## src/rtl/popcnt_pkg.sv

```systemverilog
package popcnt_pkg;

  typedef enum logic {
    CNT_ONES  = 1'b0,
    CNT_ZEROS = 1'b1
  } count_mode_e;

  // minimum result width able to hold the value n
  function automatic int unsigned min_cnt_w(input int unsigned n);
    return (n < 2) ? 1 : $clog2(n + 1);
  endfunction

endpackage

```

## src/rtl/popcnt_chunk.sv

```systemverilog
module popcnt_chunk #(
  parameter int unsigned CHUNK_W = 4,
  localparam int unsigned CC_W   = popcnt_pkg::min_cnt_w(CHUNK_W)
) (
  input  logic [CHUNK_W-1:0] bits_i,
  output logic [CC_W-1:0]    cnt_o
);

  always_comb begin
    cnt_o = '0;
    for (int unsigned b = 0; b < CHUNK_W; b++) begin
      cnt_o = cnt_o + CC_W'(bits_i[b]);
    end
  end

endmodule

```

## src/rtl/popcnt_sum.sv

```systemverilog
module popcnt_sum
  import popcnt_pkg::*;
#(
  parameter int unsigned IN_W     = 8,
  parameter int unsigned CHUNK_W  = 4,
  parameter count_mode_e MODE     = CNT_ONES,
  localparam int unsigned SUM_W   = min_cnt_w(IN_W)
) (
  input  logic [IN_W-1:0]  data_i,
  output logic [SUM_W-1:0] sum_o
);

  localparam int unsigned N_CHUNK = (IN_W + CHUNK_W - 1) / CHUNK_W;
  localparam int unsigned PAD_W   = N_CHUNK * CHUNK_W;
  localparam int unsigned CC_W    = min_cnt_w(CHUNK_W);

  logic [IN_W-1:0]  sel_w;
  logic [PAD_W-1:0] pad_w;
  logic [CC_W-1:0]  chunk_cnt [N_CHUNK];

  // polarity fixed at elaboration
  if (MODE == CNT_ZEROS) begin : g_zeros
    assign sel_w = ~data_i;
  end else begin : g_ones
    assign sel_w = data_i;
  end

  // padding is applied after inversion so it is never counted
  always_comb begin
    pad_w = '0;
    pad_w[IN_W-1:0] = sel_w;
  end

  for (genvar c = 0; c < N_CHUNK; c++) begin : g_chunk
    popcnt_chunk #(.CHUNK_W(CHUNK_W)) chunk_i (
      .bits_i (pad_w[c*CHUNK_W +: CHUNK_W]),
      .cnt_o  (chunk_cnt[c])
    );
  end

  always_comb begin
    sum_o = '0;
    for (int unsigned c = 0; c < N_CHUNK; c++) begin
      sum_o = sum_o + SUM_W'(chunk_cnt[c]);
    end
  end

  always_comb begin
    assert_sum_bound_R7: assert (int'(sum_o) <= int'(IN_W));
  end

endmodule

```

## src/rtl/popcnt_unit.sv

```systemverilog
module popcnt_unit
  import popcnt_pkg::*;
#(
  parameter int unsigned IN_W    = 8,
  parameter int unsigned CNT_W   = 4,
  parameter int unsigned CHUNK_W = 4,
  parameter count_mode_e MODE    = CNT_ONES
) (
  input  logic             clk_i,
  input  logic             rst_ni,
  input  logic             wr_en_i,
  input  logic [IN_W-1:0]  data_i,
  output logic [CNT_W-1:0] cnt_o
);

  localparam int unsigned SUM_W = min_cnt_w(IN_W);

  initial begin
    assert_cnt_width_R6: assert (CNT_W >= SUM_W)
      else $error("CNT_W=%0d cannot hold %0d", CNT_W, IN_W);
  end

  logic [SUM_W-1:0] sum_w;
  logic [CNT_W-1:0] cnt_q;

  popcnt_sum #(
    .IN_W    (IN_W),
    .CHUNK_W (CHUNK_W),
    .MODE    (MODE)
  ) sum_i (
    .data_i (data_i),
    .sum_o  (sum_w)
  );

  always_ff @(posedge clk_i or negedge rst_ni) begin
    if (!rst_ni)      cnt_q <= '0;
    else if (wr_en_i) cnt_q <= CNT_W'(sum_w);
  end

  assign cnt_o = cnt_q;

  assert_hold_R4: assert property (@(posedge clk_i) disable iff (!rst_ni)
    !wr_en_i |=> $stable(cnt_o));

  if (MODE == CNT_ONES) begin : g_chk_ones
    assert_ones_count_R2: assert property (@(posedge clk_i) disable iff (!rst_ni)
      wr_en_i |=> int'(cnt_o) == $countones($past(data_i)));
    assert_all_ones_R5: assert property (@(posedge clk_i) disable iff (!rst_ni)
      (wr_en_i && &data_i) |=> int'(cnt_o) == int'(IN_W));
  end else begin : g_chk_zeros
    assert_zeros_count_R3: assert property (@(posedge clk_i) disable iff (!rst_ni)
      wr_en_i |=> int'(cnt_o) == int'(IN_W) - $countones($past(data_i)));
    assert_all_ones_R5: assert property (@(posedge clk_i) disable iff (!rst_ni)
      (wr_en_i && &data_i) |=> cnt_o == '0);
  end

  assert_out_bound_R7: assert property (@(posedge clk_i) disable iff (!rst_ni)
    int'(cnt_o) <= int'(IN_W));

endmodule

```

## config.mk

```make
export PLATFORM = sky130hd
export DESIGN_NAME = popcnt_unit
export DESIGN_NICKNAME = d
export VERILOG_FILES = /design/src/rtl/popcnt_pkg.sv /design/src/rtl/popcnt_chunk.sv /design/src/rtl/popcnt_sum.sv /design/src/rtl/popcnt_unit.sv
export SDC_FILE = /design/constraint.sdc
export NUM_CORES = 1
export LEC_CHECK = 0
export ABC_AREA = 0
export BUFFER_PORTS_ARGS = -buffer_cell sky130_fd_sc_hd__buf_2
export CAP_MARGIN = 25
export CELL_PAD_IN_SITES_DETAIL_PLACEMENT = 2
export CELL_PAD_IN_SITES_GLOBAL_PLACEMENT = 2
export CORE_MARGIN = 5
export CORE_UTILIZATION = 25
export CTS_CLUSTER_DIAMETER = 40
export DETAILED_ROUTE_END_ITERATION = 12
export GPL_TIMING_DRIVEN = 0
export PLACE_DENSITY_LB_ADDON = 0.3
export SYNTH_ARGS = -nofsm -noshare
export SYNTH_HDL_FRONTEND = slang
export SYNTH_HIERARCHICAL = 1
export SYNTH_SLANG_ARGS = --single-unit
```

## constraint.sdc

```tcl
create_clock -name clk_i -period 0.9 [get_ports clk_i]
set_input_delay 0.09 -clock clk_i [delete_from_list [all_inputs] [get_ports clk_i]]
set_output_delay 0.09 -clock clk_i [all_outputs]
set_load 0.02 [all_outputs]
```

==> metrics.txt <==
status finished with violations; failing checks negative setup slack; 1st-iter DRT viols 1; most frequent cells in the layout buf_2 (10), inv_2 (7), ha_4 (6); WP data required 1.00 ns; sequential area share after synthesis 27.2%; largest net degree at the start of global routing 5; Die Wd slightly below 50 um; Syn Nets 57; clock root buffer clkbuf_4; final slew viol count 0; r2r startpoint cnt_o[2]; GR Util met2 21.7%; CP Capture Point cnt_o[1]; CTS tree built; worst setup path startpoint data_i[3]; top fanout value on the critical path 2; Cell Int Power approximately 0.00076 W; setup violation total in the final timing report 4; Sinks on Clock Net 4; clock network fraction of total power ~18%; Avg Inst Size Synth just over 10 um2; FP Rows 13; crit path launch type input pin; Final min period about 2.0 ns; first-pass GRT wire length roughly 1800 um; Setup crit end kind flop; met1 GRT Util around 7.4%; antenna violations before repair 0; gr busiest metal met2; DR vias 302; Routed WL per cell 13.3 um; instance count of the mapped netlist 36; reg-to-reg endpoint cnt_o[2]; die area 2340 um2; Pleak ~0.32 nW; Initial Util a little over a quarter; MaxCap Viol Count 0; Comb pwr share 57.9%; WS Path Type in -> reg; highest clock rate a little over 0.5 GHz; Via density 4.31; met3 Use GR 1.53%; CP Data Arrival Time around 2.1 ns; reg2reg setup slack 0.15 ns; Buffers on Ports 14; total gr overflow 0; share of cells above drive strength 1 72.7%; CTS clk-pin slew, worst paths roughly 0.04 ns; worst-case reg-to-reg path depth 1; CTS Buf Count 3; largest vdd supply drop 1070 uV; ANT nets after route 0; PD cells between 1500 and 2000 nW/um2; core area around 1400 um2; Slew @ Worst Pin 0.121 ns; overall routed net length 934 um; io pins 15; distinct cell type count after synthesis 9; Max H-tree Level 1; DP HPWL between 900 and 1000 um; Seq cells post-synth 4; worst-skew pair later-pin latency about 0.23 ns; DRC violations left 0; vias in the first global route ~400; Global Route Usage Sum 9.33%; Worst Hold Class in -> async; NetSw roughly 0.00042 W; DIE HEIGHT just under 50 um; final core occ between 40 and 50%; Routability Congestion slightly below 0.6; Clock Tree Buf Depth 2; max reg flops 4; Synth Cell Area around 370 um2; clk_skew 0 ns; commonest non-fill, non-tap cell in the layout buf_2; fin crit share 219%; Sw Share a little over a third; yosys warns 6; Diodes inserted 0; final hold violations 0; fin worst setup slack -1.08 ns; Area growth, synth to finish 71.4%; Seq pwr share about a quarter; post-layout power 0.00118 W; RSZ-0062 raised after global routing true; fin nets just under 80; Slew HR about 92%; DRT Pass-1 Iters 4; hold slack around 0.2 ns
[what timing repair did]
action / CTS / global route
endpoints found under the hold margin: 4 / 0
pin swaps: 8 / 2
gates resized for setup: 11 / 3
gates cloned: 0 / 0
hold buffers: 1 / 0
buffers inserted: 1 / 0
endpoints found under the setup margin: 4 / 4
[area by class of cell]
class	count	area, um2
clock buffer	3	22.5
multi-input combinational	18	312
sequential	4	100
timing repair buffer	16	113
inverter	14	65.1
tap	15	18.8
fill	144	719
[critical path, stage by stage]
cell,delay (ns)
buf_6,0.07
inv_2,0.03
fa_1,0.55
inv_2,0.05
ha_4,0.15
ha_4,0.27
inv_4,0.03
fa_2,0.56
inv_2,0.03
mux2_4,0.24
[routing by layer]
metal / wire, um / vias up
li1: - / 145
met1: 287 / 150
met2: 611 / 7
met3: 35 / 0
met4: 0 / 0
met5: 0 / -
[power by group through the flow]
stage	clock network, W	registers [W]	logic, W
after floorplan	0	0.000379	0.000327
after global placement	0	0.000282	0.000577
after detailed placement	0	0.000291	0.000615
after CTS	0.000222	0.000290	0.000671
after global routing	0.000238	0.000299	0.000772
final	0.000211	0.000288	0.000685
[cells in the mapped netlist (all sizes together)]
cell type | n | area share, %
nand3 | 1 | 1.4
dfrtp | 4 | 27
mux2 | 4 | 12
inv | 14 | 14
a21oi | 1 | 1.4
nand2 | 1 | 1.0
xnor2 | 1 | 2.4
ha | 7 | 24
fa | 3 | 16
[stage by stage]
stage / setup slack, ns / instance area [um2] / instances / TNS (ns)
floorplan: -1.16 / 460 / 36 / -3.74
global placement: -1.35 / 549 / 65 / -4.50
detailed placement: -1.38 / 549 / 65 / -4.71
CTS: -1.07 / 621 / 70 / -3.56
global route: -1.12 / 631 / 70 / -3.80
finish: -1.08 / 631 / 70 / -3.56
[cells by family after synthesis]
family                   share of synthesized area [%]
XOR/XNOR                                          2.38
buffers and inverters                             14.3
AND/OR/NAND/NOR                                   2.38
adder cells (fa/ha/maj)                           40.1
AO/OA/AOI/OAI                                     1.36
multiplexers                                      12.2
flip-flops                                        27.2
[worst min path at each step]
stage | from | to | slack (ns) | depth (start not counted)
after floorplan | rst_ni | cnt_o[0] | -0.21 | 0
after global placement | rst_ni | cnt_o[3] | -0.11 | 1
after detailed placement | rst_ni | cnt_o[0] | -0.1 | 1
after CTS | rst_ni | cnt_o[0] | 0.20 | 2
after global routing | wr_en_i | cnt_o[0] | 0.21 | 2
final | rst_ni | cnt_o[3] | 0.20 | 2
(Power assumes the default switching activity.)
